[src/rtl/alu_pkg.sv]
`timescale 1ns/1ps
package alu_pkg;

    typedef enum logic [3:0] {
        OP_ADD = 4'd0,
        OP_ADC = 4'd1,
        OP_SUB = 4'd2,
        OP_SBC = 4'd3,
        OP_RSB = 4'd4,
        OP_AND = 4'd5,
        OP_ORR = 4'd6,
        OP_EOR = 4'd7,
        OP_BIC = 4'd8
    } alu_op_e;

    typedef struct packed {
        logic n;
        logic z;
        logic c;
        logic v;
    } alu_flags_t;

    localparam int unsigned NUM_DEFINED_OPS = 9;

endpackage

[src/rtl/alu_addsub.sv]
`timescale 1ns/1ps
// Shared adder for all five arithmetic operations.
// Every operation becomes x + y + cin, with operand inversion chosen per code.
module alu_addsub
    import alu_pkg::*;
#(
    parameter int unsigned WIDTH = 32
) (
    input  alu_op_e          op_i,
    input  logic [WIDTH-1:0] a_i,
    input  logic [WIDTH-1:0] b_i,
    input  logic             carry_i,
    output logic [WIDTH-1:0] sum_o,
    output logic             carry_o,
    output logic             ovf_o
);
    localparam int unsigned MSB = WIDTH - 1;

    logic [WIDTH-1:0] x_d;
    logic [WIDTH-1:0] y_d;
    logic             cin_d;
    logic [WIDTH:0]   full_d;

    always_comb begin
        x_d   = a_i;
        y_d   = b_i;
        cin_d = 1'b0;
        unique case (op_i)
            OP_ADC: cin_d = carry_i;
            OP_SUB: begin
                y_d   = ~b_i;
                cin_d = 1'b1;
            end
            OP_SBC: begin
                y_d   = ~b_i;
                cin_d = carry_i;
            end
            OP_RSB: begin
                x_d   = b_i;
                y_d   = ~a_i;
                cin_d = 1'b1;
            end
            default: ;
        endcase
        full_d  = {1'b0, x_d} + {1'b0, y_d} + {{WIDTH{1'b0}}, cin_d};
        sum_o   = full_d[WIDTH-1:0];
        carry_o = full_d[WIDTH];
        // Signed overflow: both adder inputs share a sign that the sum lacks.
        ovf_o   = (x_d[MSB] == y_d[MSB]) && (full_d[MSB] != x_d[MSB]);
    end

endmodule

[src/rtl/alu_logic.sv]
`timescale 1ns/1ps
// Bitwise unit, one slice per bit.
module alu_logic
    import alu_pkg::*;
#(
    parameter int unsigned WIDTH = 32
) (
    input  alu_op_e          op_i,
    input  logic [WIDTH-1:0] a_i,
    input  logic [WIDTH-1:0] b_i,
    output logic [WIDTH-1:0] res_o
);
    for (genvar i = 0; i < WIDTH; i++) begin : g_bit
        always_comb begin
            unique case (op_i)
                OP_AND:  res_o[i] = a_i[i] & b_i[i];
                OP_ORR:  res_o[i] = a_i[i] | b_i[i];
                OP_EOR:  res_o[i] = a_i[i] ^ b_i[i];
                OP_BIC:  res_o[i] = a_i[i] & ~b_i[i];
                default: res_o[i] = 1'b0;
            endcase
        end
    end

endmodule

[src/rtl/flag_alu.sv]
`timescale 1ns/1ps
module flag_alu
    import alu_pkg::*;
#(
    parameter int unsigned WIDTH = 32
) (
    input  logic             clk,
    input  logic             rst_n,
    input  logic [3:0]       op_i,
    input  logic [WIDTH-1:0] opa_i,
    input  logic [WIDTH-1:0] opb_i,
    input  logic             flag_we_i,
    output logic [WIDTH-1:0] result_o,
    output logic             n_o,
    output logic             z_o,
    output logic             c_o,
    output logic             v_o
);
    localparam int unsigned MSB = WIDTH - 1;

    typedef struct packed {
        alu_flags_t flags;
    } state_t;

    state_t           st_d;
    state_t           st_q;
    alu_op_e          op;
    logic             is_arith;
    logic             is_logic;
    logic [WIDTH-1:0] arith_res;
    logic             arith_c;
    logic             arith_v;
    logic [WIDTH-1:0] logic_res;

    assign op       = alu_op_e'(op_i);
    assign is_arith = (op_i <= 4'd4);
    assign is_logic = (op_i >= 4'd5) && (op_i < 4'(NUM_DEFINED_OPS));

    alu_addsub #(.WIDTH(WIDTH)) i_addsub (
        .op_i    (op),
        .a_i     (opa_i),
        .b_i     (opb_i),
        .carry_i (st_q.flags.c),
        .sum_o   (arith_res),
        .carry_o (arith_c),
        .ovf_o   (arith_v)
    );

    alu_logic #(.WIDTH(WIDTH)) i_logic (
        .op_i  (op),
        .a_i   (opa_i),
        .b_i   (opb_i),
        .res_o (logic_res)
    );

    always_comb begin
        st_d     = st_q;
        result_o = '0;
        if (is_arith)      result_o = arith_res;
        else if (is_logic) result_o = logic_res;

        if (flag_we_i && (is_arith || is_logic)) begin
            st_d.flags.n = result_o[MSB];
            st_d.flags.z = (result_o == '0);
            if (is_arith) begin
                st_d.flags.c = arith_c;
                st_d.flags.v = arith_v;
            end
        end
    end

    always_ff @(posedge clk or negedge rst_n) begin
        if (!rst_n) st_q <= '0;
        else        st_q <= st_d;
    end

    assign n_o = st_q.flags.n;
    assign z_o = st_q.flags.z;
    assign c_o = st_q.flags.c;
    assign v_o = st_q.flags.v;

    // ---------------- assertions ----------------
    p_add_carry_r1: assert property (@(posedge clk) disable iff (!rst_n)
        (flag_we_i && op_i == 4'd0) |=> (c_o == ($past(result_o) < $past(opa_i))));

    p_sub_carry_r3: assert property (@(posedge clk) disable iff (!rst_n)
        (flag_we_i && op_i == 4'd2) |=> (c_o == ($past(opa_i) >= $past(opb_i))));

    p_logic_keeps_cv_r7: assert property (@(posedge clk) disable iff (!rst_n)
        (flag_we_i && is_logic) |=> (c_o == $past(c_o) && v_o == $past(v_o)));

    p_nz_track_r8: assert property (@(posedge clk) disable iff (!rst_n)
        (flag_we_i && (is_arith || is_logic)) |=>
            (n_o == $past(result_o[MSB]) && z_o == ($past(result_o) == '0)));

    p_hold_no_strobe_r9: assert property (@(posedge clk) disable iff (!rst_n)
        !flag_we_i |=> $stable({n_o, z_o, c_o, v_o}));

    p_reset_clear_r10: assert property (@(posedge clk) disable iff (!rst_n)
        $rose(rst_n) |-> ({n_o, z_o, c_o, v_o} == 4'b0000));

    p_undef_zero_r11: assert property (@(posedge clk) disable iff (!rst_n)
        (op_i >= 4'(NUM_DEFINED_OPS)) |-> (result_o == '0));

    p_undef_hold_r11: assert property (@(posedge clk) disable iff (!rst_n)
        (op_i >= 4'(NUM_DEFINED_OPS)) |=> $stable({n_o, z_o, c_o, v_o}));

endmodule

[config.mk]
export PLATFORM = sky130hd
export DESIGN_NAME = flag_alu
export DESIGN_NICKNAME = d
export VERILOG_FILES = /design/src/rtl/alu_pkg.sv /design/src/rtl/alu_addsub.sv /design/src/rtl/alu_logic.sv /design/src/rtl/flag_alu.sv
export SDC_FILE = /design/constraint.sdc
export NUM_CORES = 1
export LEC_CHECK = 0
export BUFFER_PORTS_ARGS = -buffer_cell sky130_fd_sc_hd__buf_4
export CAP_MARGIN = 20
export CORE_AREA = 2 2 99 101
export DETAILED_ROUTE_END_ITERATION = 6
export DIE_AREA = 0 0 101 103
export GPL_TIMING_DRIVEN = 0
export HOLD_SLACK_MARGIN = 0.03
export PLACE_DENSITY_LB_ADDON = 0.2
export SLEW_MARGIN = 20
export SYNTH_ARGS = -nofsm -noshare
export SYNTH_HDL_FRONTEND = slang
export SYNTH_SLANG_ARGS = --single-unit
[constraint.sdc]
create_clock -name clk -period 5.7 [get_ports clk]
set_input_delay 0.285 -clock clk [delete_from_list [all_inputs] [get_ports clk]]
set_output_delay 0.285 -clock clk [all_outputs]
set_load 0.02 [all_outputs]
==> results_dict.tcl, run 1 <==
set metrics [dict create \
    cellPowerDensity_mw_per_mm2 146 \
    clock.fmax_mhz 190 \
    ys_ff_latch 4 \
    relSlewSlack_pct 42.0 \
    core_area_mm2 0.00946 \
    fill_cells 914 \
    cap_violations 0 \
    vdd_drop_max_uv 90.1 \
    synthTopCellsByArea "ha_1 (16%), o21ai_0 (9.4%), nand2_1 (6.5%)" \
    critPathLaunchType "input pin" \
    yosysWarnings 0 \
    tritoncts "built" \
    cts_buffers 3 \
    drtIter0Drc 401 \
    post-route-period-util_pct 92.4 \
    fin_skew_ns 0.00133 \
    final_nets 1043 \
    syn_to_final_growth_pct 19.5 \
    drive_gt1_share_pct 16.0 \
    path_class "in2out" \
    slew_violations 0 \
    synth.top_cell.area_share_pct 15.6 \
    syn_nets 935 \
    vias 6672 \
    grt_pass1_wl_um 31100 \
    antenna_found_initial 0 \
    cts-root-buf "clkbuf_8" \
    status "completed" \
    cpLargestDelayFamily "compound AO/OA/AOI/OAI gates" \
    drc_errors 0 \
    cpMaxStageDelayCell "a2111oi_1" \
    crit_path_max_incr_delay_ns 0.55 \
    worstPathCellList "buf_2, nor2b_1, and2_1, clkbuf_1, clkbuf_2, buf_2, nor2_1, a21oi_1, fa_1, inv_1, fa_1, a21o_1, a41oi_2, a21o_1, nand2_1, a2111oi_1, xor2_1, o21ai_0, buf_4" \
    setup.worst_path.end_class "output port" \
    cp_num_buf_inv 6 \
    synth-edff-count 0 \
    synth_cells 799 \
    clock_sinks 4 \
    htree_levels 1 \
    setup_viol 0 \
    critPathMaxFanout 17 \
    drt-total-wl_um 20200 \
    synth_area_leader_cell "ha_1" \
    cp.arrival_ns 4.98 \
    cp.depth 19 \
    die_area_mm2 0.0104 \
    grt_remaining_overflow 0 \
    final_area_mm2 0.00605 \
    fp.dieH_um 103 \
    r2r_cells 17 \
    gp_congestion 0.998 \
    synth_area_mm2 0.00506 \
    dr.pass1.iters 5 \
    clockBufferDepth 2 \
    initial_core_util_pct 53.5 \
    grt_max_degree 11 \
    synth_flop_cell "dfrtp_1" \
    routedWlPerCell_um 19.9 \
    io_pins 107 \
    avgSynthCellArea_um2 6.33 \
    die_w_um 101 \
    cp.required_ns 5.41 \
    clkTransAtPathRegs_ns 0.04 \
    power.leakage_nw 2.79 \
    ys_seq_area_share_pct 1.98 \
    via_per_inst 6.55 \
    synthArstFlopShare_pct 100 \
    setup_tns_ns 0 \
    hp-class "in2reg" \
    grtUsageTotal_pct 37.4 \
    grt_pass1_vias 6288 \
    std_cell_rows 36 \
    yosysUniqueCellTypes 80 \
    fin_crit_ns 5.26 \
    grt_setup_unrepaired "no" \
    port_buffers 104 \
    whs_path_depth 3 \
    antennaDiodeCount 0 \
    dpl.hpwl_um 15900 \
    multi_input_area_mm2 0.00445 \
    seqCellArea_um2 100 \
    drtAntennaViolNets 0 \
    worst_slew_pin_slew_ns 0.866 \
    hold_viol 0 \
    place_area_mm2 0.00599 \
    insertion_delay_ns 0.23 \
]
[power breakdown]
part	switching (mW)	internal, mW	total, mW
Sequential	0.00375	0.0338	0.0375
Combinational	0.478	0.303	0.781
Clock	0.0197	0.0455	0.0652
[timing repair]
| item | 4_1_cts | 5_1_grt |
|---|---|---|
| hold buffers | 1 | 0 |
| pin swaps | 1 | 1 |
| setup buffers | 0 | 1 |
| resized for setup | 2 | 10 |
| endpoints found under the hold margin | 4 | 0 |
| endpoints found under the setup margin | 7 | 13 |
[cell families after synthesis]
kind of cell    count (synthesis)  share of synthesized area, %
compound gates                304                          39.2
xor+xnor                       31                          5.36
fa+ha+maj                      65                          16.4
buf+inv                       133                          10.3
flops                           4                          1.98
mux                            11                          2.23
simple gates                  251                          24.5
[cells in the final DEF, fill, tap and decap left out, drive strengths merged, types with 4 or more instances in the layout]
master / count
buf: 123
o21ai: 104
nand2: 88
inv: 79
ha: 63
nor2: 57
a21oi: 48
clkbuf: 36
a22oi: 31
xnor2: 25
a31oi: 24
nand3: 21
nand4: 11
a21o: 11
or3: 11
and3: 10
o31ai: 10
o2111ai: 9
mux2i: 9
nor3: 8
a2111oi: 8
o21a: 7
nand2b: 6
xor2: 6
nor4: 6
nor2b: 5
or4: 5
o221ai: 5
a31o: 5
a211oi: 4
a211o: 4
dfrtp: 4
or2: 4
[layout make-up]
class                      count  share of cell area [%]
tap                          114                    2.36
inverter                      79                    4.90
sequential                     4                    1.65
buffer                        51                    3.70
multi-input combinational    662                    73.5
timing repair buffer         106                    13.2
clock buffer                   3                   0.683
[per-stage QoR]
stage | worst slack [ns] | power, mW | hold slack [ns] | utilization, % | std cells
2_1_floorplan | 0.720 | 0.543 | -0.0106 | - | 799
6_report | 0.435 | 0.883 | 0.382 | 63.9 | 1019
4_1_cts | 0.0376 | 0.863 | 0.384 | 63.9 | 1021
5_1_grt | 0.140 | 0.950 | 0.401 | 63.9 | 1019
3_5_place_dp | -0.289 | 0.793 | 0.0846 | 63.3 | 1017
3_3_place_gp | -0.155 | 0.779 | 0.0812 | 63.3 | 1017
[worst paths after layout]
path	startpoint	end	slack (ns)
setup reg to reg	c_o	z_o	1.70
hold / removal	flag_we_i	c_o	0.38
min in group asynchronous	rst_n	n_o	0.45
max in group asynchronous	rst_n	v_o	5.15
setup / recovery	op_i[2]	result_o[18]	0.44
hold reg to reg	z_o	z_o	0.48
[registers in the layout, summed over array words and instances (netlist names)]
| signal | flops |
|---|---|
| z_o | 1 |
| c_o | 1 |
| n_o | 1 |
| v_o | 1 |
[per-layer routing]
| layer | routed length [um] | GRT usage, % |
|---|---|---|
| met5 | 0 | 0 |
| met1 | 8080 | 46.3 |
| met3 | 1630 | 3.86 |
| met4 | 879 | 16.6 |
| met2 | 9650 | 65.6 |
[cell usage after synthesis (all sizes together) (4+ instances only)]
cell type  count
nand4         11
a2111oi        8
a31oi         24
a211oi         4
nor2b          5
inv           79
or4            5
o2111ai        9
clkbuf        33
o221ai         5
o31ai         10
nor3           8
o21a           7
nand2b         6
dfrtp          4
xor2           6
mux2i          9
a22oi         31
a21oi         48
buf           21
nor2          57
xnor2         25
ha            63
nand3         21
o21ai        104
and3          10
nand2         88
nor4           6
or2            4
a21o          11
a211o          4
a31o           5
or3           11
[worst register-to-register path: stages, from the launching register on]
cell       delay (ns)
dfrtp_1          0.37
nand3b_1         0.08
o21ai_0          0.08
nand2b_1         0.09
fa_1             0.39
inv_1            0.09
fa_1             0.21
a21o_1           0.17
a41oi_2          0.24
a2111oi_1        0.57
a2111oi_2        0.11
buf_4            0.19
nor4_1           0.45
or3_1            0.19
nand3_1          0.11
a311oi_1         0.34
nand4_1          0.17
nand2_1          0.10
Note: power is estimated with default switching activity, not from simulation.
==> inputs of run 2 (changes only) <==
--- a/config.mk
+++ b/config.mk
@@ -12,7 +12,7 @@
 export DIE_AREA = 0 0 101 103
 export GPL_TIMING_DRIVEN = 0
 export HOLD_SLACK_MARGIN = 0.03
-export PLACE_DENSITY_LB_ADDON = 0.2
+export PLACE_DENSITY = 0.77
 export SLEW_MARGIN = 20
 export SYNTH_ARGS = -nofsm -noshare
 export SYNTH_HDL_FRONTEND = slang
==> run 2 against run 1 <==
Against the previous run:
- count of clock-buffer cells in the layout unchanged
- largest power group unchanged
- global-route usage grew 0.29 points
- critical path type unchanged
- clock power decreased by 7.1%
- critical path depth did not move
==> results_dict.tcl, run 2 (same netlist as run 1, synthesis figures left out) <==
set metrics [dict create \
    initial_core_util_pct 53.5 \
    final_nets 1045 \
    post-route-period-util_pct 96.5 \
    r2r-start "c_o" \
    hold_viol 0 \
    final_cell_mix "buf_4 (107), o21ai_0 (95), nand2_1 (88), inv_1 (79), ha_1 (63)" \
    cp.arrival_ns 5.22 \
    reg2reg_slack_ns 1.59 \
    io_pins 107 \
    dp_slack_ns -0.411 \
    critPathLaunchType "input pin" \
    hp-class "in2reg" \
    antennaDiodeCount 0 \
    worst_slew_pin_slew_ns 0.950 \
    hold_end "c_o" \
    grt_max_degree 11 \
    vdd_drop_max_uv 66.3 \
    reg2reg_to "z_o" \
    fin_cells 1021 \
    grt_setup_unrepaired "no" \
    fp.dieH_um 103 \
    relSlewSlack_pct 36.4 \
    grt_pass1_vias 6403 \
    clock_sinks 4 \
    via_per_inst 6.66 \
    drtIter0Drc 528 \
    core_area_mm2 0.00946 \
    clock.fmax_mhz 182 \
    htree_levels 1 \
    vias 6802 \
    die_area_mm2 0.0104 \
    place_area_mm2 0.00599 \
    worstPathCellList "buf_4, clkbuf_1, clkbuf_2, nor2_1, and2_1, clkbuf_1, clkbuf_2, clkbuf_2, o21ai_0, ha_1, nor2b_1, o2111ai_1, a21oi_1, o41ai_4, o2111ai_1, and3_1, or4_1, a31o_1, buf_4" \
    power.leakage_nw 2.79 \
    final_common_cell "buf_4" \
    critPathMaxFanout 10 \
    clkTransAtPathRegs_ns 0.03 \
    cp.required_ns 5.41 \
    cpLargestDelayFamily "compound AO/OA/AOI/OAI gates" \
    antenna_found_initial 0 \
    hp-start "flag_we_i" \
    cts-root-buf "clkbuf_8" \
    cp_num_buf_inv 7 \
    syn_to_final_growth_pct 19.7 \
    grt_pass1_wl_um 31200 \
    slew_violations 0 \
    r2r_cells 17 \
    tritoncts "built" \
    drive_gt1_share_pct 15.9 \
    routedWlPerCell_um 20.2 \
    dpl.hpwl_um 16400 \
    whs_path_depth 3 \
    grt_remaining_overflow 0 \
    gp_congestion 1.01 \
    port_buffers 104 \
    final_area_mm2 0.00606 \
    fill_cells 865 \
    finalPower_mw 0.888 \
    worst_path_most_repeated_cell "clkbuf_2" \
    drt-total-wl_um 20600 \
    crit_path_max_incr_delay_ns 0.52 \
    cts_buffers 3 \
    cap_violations 0 \
    drtAntennaViolNets 0 \
    setup_viol 0 \
    cp.depth 19 \
    grtUsageTotal_pct 37.7 \
    path_class "in2out" \
    fin_skew_ns 0.00316 \
    drc_errors 0 \
    std_cell_rows 36 \
    insertion_delay_ns 0.22 \
    cellPowerDensity_mw_per_mm2 147 \
    fin_crit_ns 5.50 \
    placed_cells 1017 \
    dr.pass1.iters 7 \
    setup.worst_path.end_class "output port" \
    die_w_um 101 \
    status "completed" \
    fin_ws_ns 0.197 \
    cpMaxStageDelayCell "or4_1" \
    clockBufferDepth 2 \
    whs_ns 0.392 \
]
==> run 2: layer usage <==
metal	global-route usage, %	part of all wire, %
met1	43.4	38
met2	67.8	47
met3	5.42	9.0
met4	19.3	5.3
met5	0	0
==> run 2: stage by stage <==
step	utilization (%)	TNS, ns
6_report	64.0	0
5_1_grt	64.0	0
4_1_cts	63.9	0
3_5_place_dp	63.3	-1.98
3_3_place_gp	63.3	-1.22
2_1_floorplan	-	0
==> run 2: worst max path at each step <==
stage,startpoint,to
final,op_i[1],result_o[31]
after global routing,op_i[1],result_o[26]
after CTS,op_i[1],result_o[26]
after detailed placement,op_i[2],z_o
after global placement,op_i[2],z_o
after floorplan,op_i[2],z_o
==> run 2: layout make-up <==
class	count	area, um^2	share of cell area, %
plain buffers	53	229	3.78
clock buffers	3	41.3	0.682
inverters	79	297	4.89
multi-input cells	662	4450	73.5
flip-flops and latches	4	100	1.65
well taps	114	143	2.35
repair buffers	106	798	13.2
==> run 2: power by group <==
part           switching, mW  internal [mW]
sequential           0.00363         0.0338
clock                 0.0155         0.0451
combinational          0.485          0.304
total                  0.504          0.383
==> run 2: worst reg2reg max path, delay by kind of cell, from the launching register on <==
family	cells	cell delay, ns
xor+xnor	1	0.10
flops	1	0.36
fa+ha+maj	2	0.66
compound gates	7	1.88
simple gates	5	0.76
buf+inv	2	0.29
==> run 2: what timing repair did <==
item / CTS / global route
setup endpoints to repair: 7 / 11
resized for setup: 4 / 5
pin swaps: 1 / 1
setup buffers: 0 / 1
hold endpoints to repair: 4 / 0
hold buffers: 1 / 0
==> inputs of run 3 (changes only) <==
--- a/config.mk
+++ b/config.mk
@@ -6,13 +6,12 @@
 export NUM_CORES = 1
 export LEC_CHECK = 0
 export BUFFER_PORTS_ARGS = -buffer_cell sky130_fd_sc_hd__buf_4
-export CAP_MARGIN = 20
-export CORE_AREA = 2 2 99 101
+export CORE_AREA = 2 2 102 104
 export DETAILED_ROUTE_END_ITERATION = 6
-export DIE_AREA = 0 0 101 103
+export DIE_AREA = 0 0 104 106
 export GPL_TIMING_DRIVEN = 0
 export HOLD_SLACK_MARGIN = 0.03
-export PLACE_DENSITY = 0.77
+export PLACE_DENSITY = 0.76
 export SLEW_MARGIN = 20
 export SYNTH_ARGS = -nofsm -noshare
 export SYNTH_HDL_FRONTEND = slang
==> constraint.sdc (replaced) <==
create_clock -name clk -period 5 [get_ports clk]
set_input_delay 0.25 -clock clk [delete_from_list [all_inputs] [get_ports clk]]
set_output_delay 0.25 -clock clk [all_outputs]
set_load 0.02 [all_outputs]
==> run 3 against run 2 <==
Against the previous run:
- non-clock buffer count decreased by 2
- global-route usage fell by 5.1 points
- sequential power up 14%
- critical path depth is 1 lower
- via count is 4.3% lower
- power is 12% higher
- final area grew 1.0%
- register-to-register slack worse by 0.30 ns
==> results_dict.tcl, run 3 (same netlist as run 1, synthesis figures left out) <==
set metrics [dict create \
    clock_sinks 4 \
    cts-root-buf "clkbuf_8" \
    drtIter0Drc 564 \
    tritoncts "built" \
    antenna_found_initial 0 \
    cp.required_ns 4.75 \
    power.leakage_nw 2.82 \
    die_area_mm2 0.0110 \
    relSlewSlack_pct 42.8 \
    vias 6507 \
    fin_ws_ns 0.204 \
    clkTransAtPathRegs_ns 0.03 \
    gp_congestion 1.03 \
    antennaDiodeCount 0 \
    grt_pass1_vias 5957 \
    dpl.hpwl_um 14700 \
    io_pins 107 \
    dr.pass1.iters 5 \
    setup_viol 0 \
    post-route-period-util_pct 95.9 \
    via_per_inst 6.25 \
    fp.dieH_um 106 \
    setup.worst_path.end_class "output port" \
    hp-class "in2reg" \
    core_area_mm2 0.0100 \
    grtUsageTotal_pct 32.6 \
    drtAntennaViolNets 0 \
    critPathLaunchType "input pin" \
    drt-total-wl_um 18700 \
    cap_violations 0 \
    hold_viol 0 \
    critPathMaxFanout 19 \
    final_common_cell "buf_4" \
    worst_slew_pin_slew_ns 0.855 \
    drive_gt1_share_pct 17.0 \
    syn_to_final_growth_pct 20.9 \
    initial_core_util_pct 50.6 \
    clock.fmax_mhz 209 \
    cts_buffers 3 \
    vdd_drop_max_uv 74.7 \
    die_w_um 104 \
    drc_errors 0 \
    whs_ns 0.365 \
    fin_skew_ns 0.000383 \
    insertion_delay_ns 0.22 \
    cp.arrival_ns 4.55 \
    grt_remaining_overflow 0 \
    status "completed" \
    clockBufferDepth 2 \
    routedWlPerCell_um 18.0 \
    port_buffers 104 \
    slew_violations 0 \
    fin_crit_ns 4.80 \
    final_nets 1043 \
    dp_slack_ns -0.914 \
    path_class "in2out" \
    cellPowerDensity_mw_per_mm2 163 \
    std_cell_rows 37 \
    htree_levels 1 \
    grt_pass1_wl_um 29700 \
    final_cell_mix "buf_4 (107), o21ai_0 (93), nand2_1 (88), inv_1 (79), ha_1 (63)" \
    grt_max_degree 20 \
]
## run 3: final cells by class
class / count / area, um^2
fill: 1008 / 3880
buffer: 51 / 231
inverter: 79 / 297
multi-input combinational: 662 / 4480
timing repair buffer: 106 / 798
tap: 136 / 170
sequential: 4 / 100
clock buffer: 3 / 41.3
## run 3: report_power, final
part	switching, mW	leakage [nW]	internal (mW)
clock	0.0169	0.0216	0.0513
combinational	0.536	2.75	0.348
sequential	0.00404	0.0514	0.0386
## run 3: metal layers
| layer | vias up | routed length, um | part of all wire, % | GRT usage (%) |
|---|---|---|---|---|
| met3 | 60 | 1640 | 8.8 | 3.00 |
| met2 | 332 | 8370 | 45 | 55.2 |
| met1 | 2944 | 7900 | 42 | 42.3 |
| met5 | - | 0 | 0 | 0 |
| met4 | 0 | 799 | 4.3 | 14.1 |
| li1 | 3171 | - | - | - |
## run 3: worst paths after layout
kind | from | end | slack [ns] | cells after the start
max reg2reg | c_o | z_o | 1.29 | 17
max | op_i[0] | result_o[31] | 0.20 | 18
max in group asynchronous | rst_n | c_o | 4.51 | 2
min | flag_we_i | c_o | 0.36 | 3
min in group asynchronous | rst_n | z_o | 0.39 | 2
min reg2reg | z_o | z_o | 0.50 | 2
## run 3: stage by stage
| stage | util, % | TNS [ns] | area [um^2] | power [mW] | cells |
|---|---|---|---|---|---|
| finish | 61.2 | 0 | 6120 | 0.995 | 1041 |
| global route | 61.2 | -0.00441 | 6120 | 1.08 | 1041 |
| CTS | 60.7 | 0 | 6070 | 0.970 | 1041 |
| detailed placement | 60.1 | -7.96 | 6010 | 0.893 | 1039 |
| global placement | 60.1 | -7.19 | 6010 | 0.889 | 1039 |
| floorplan | - | 0 | 5060 | 0.619 | 799 |
## run 3: what timing repair did
action,4_1_cts,5_1_grt
setup buffers,1,0
hold buffers,1,0
hold endpoints to repair,4,0
setup endpoints to repair,16,12
gates resized for setup,8,21
cloned,0,0
pin swaps,1,1
## run 3: worst max-delay path, cell delays in order
cell and delay [ns]:
buf_4 0.14, buf_2 0.34, nor2_1 0.11, and2_1 0.15, clkbuf_1 0.13, clkbuf_2 0.25, a22oi_1 0.24, o21ai_0 0.13
ha_1 0.44, a21oi_2 0.22, and2_1 0.16, a21oi_1 0.12, o41ai_4 0.41, o2111ai_1 0.28, and3_1 0.26, or4_1 0.50
a31o_1 0.25, buf_4 0.16
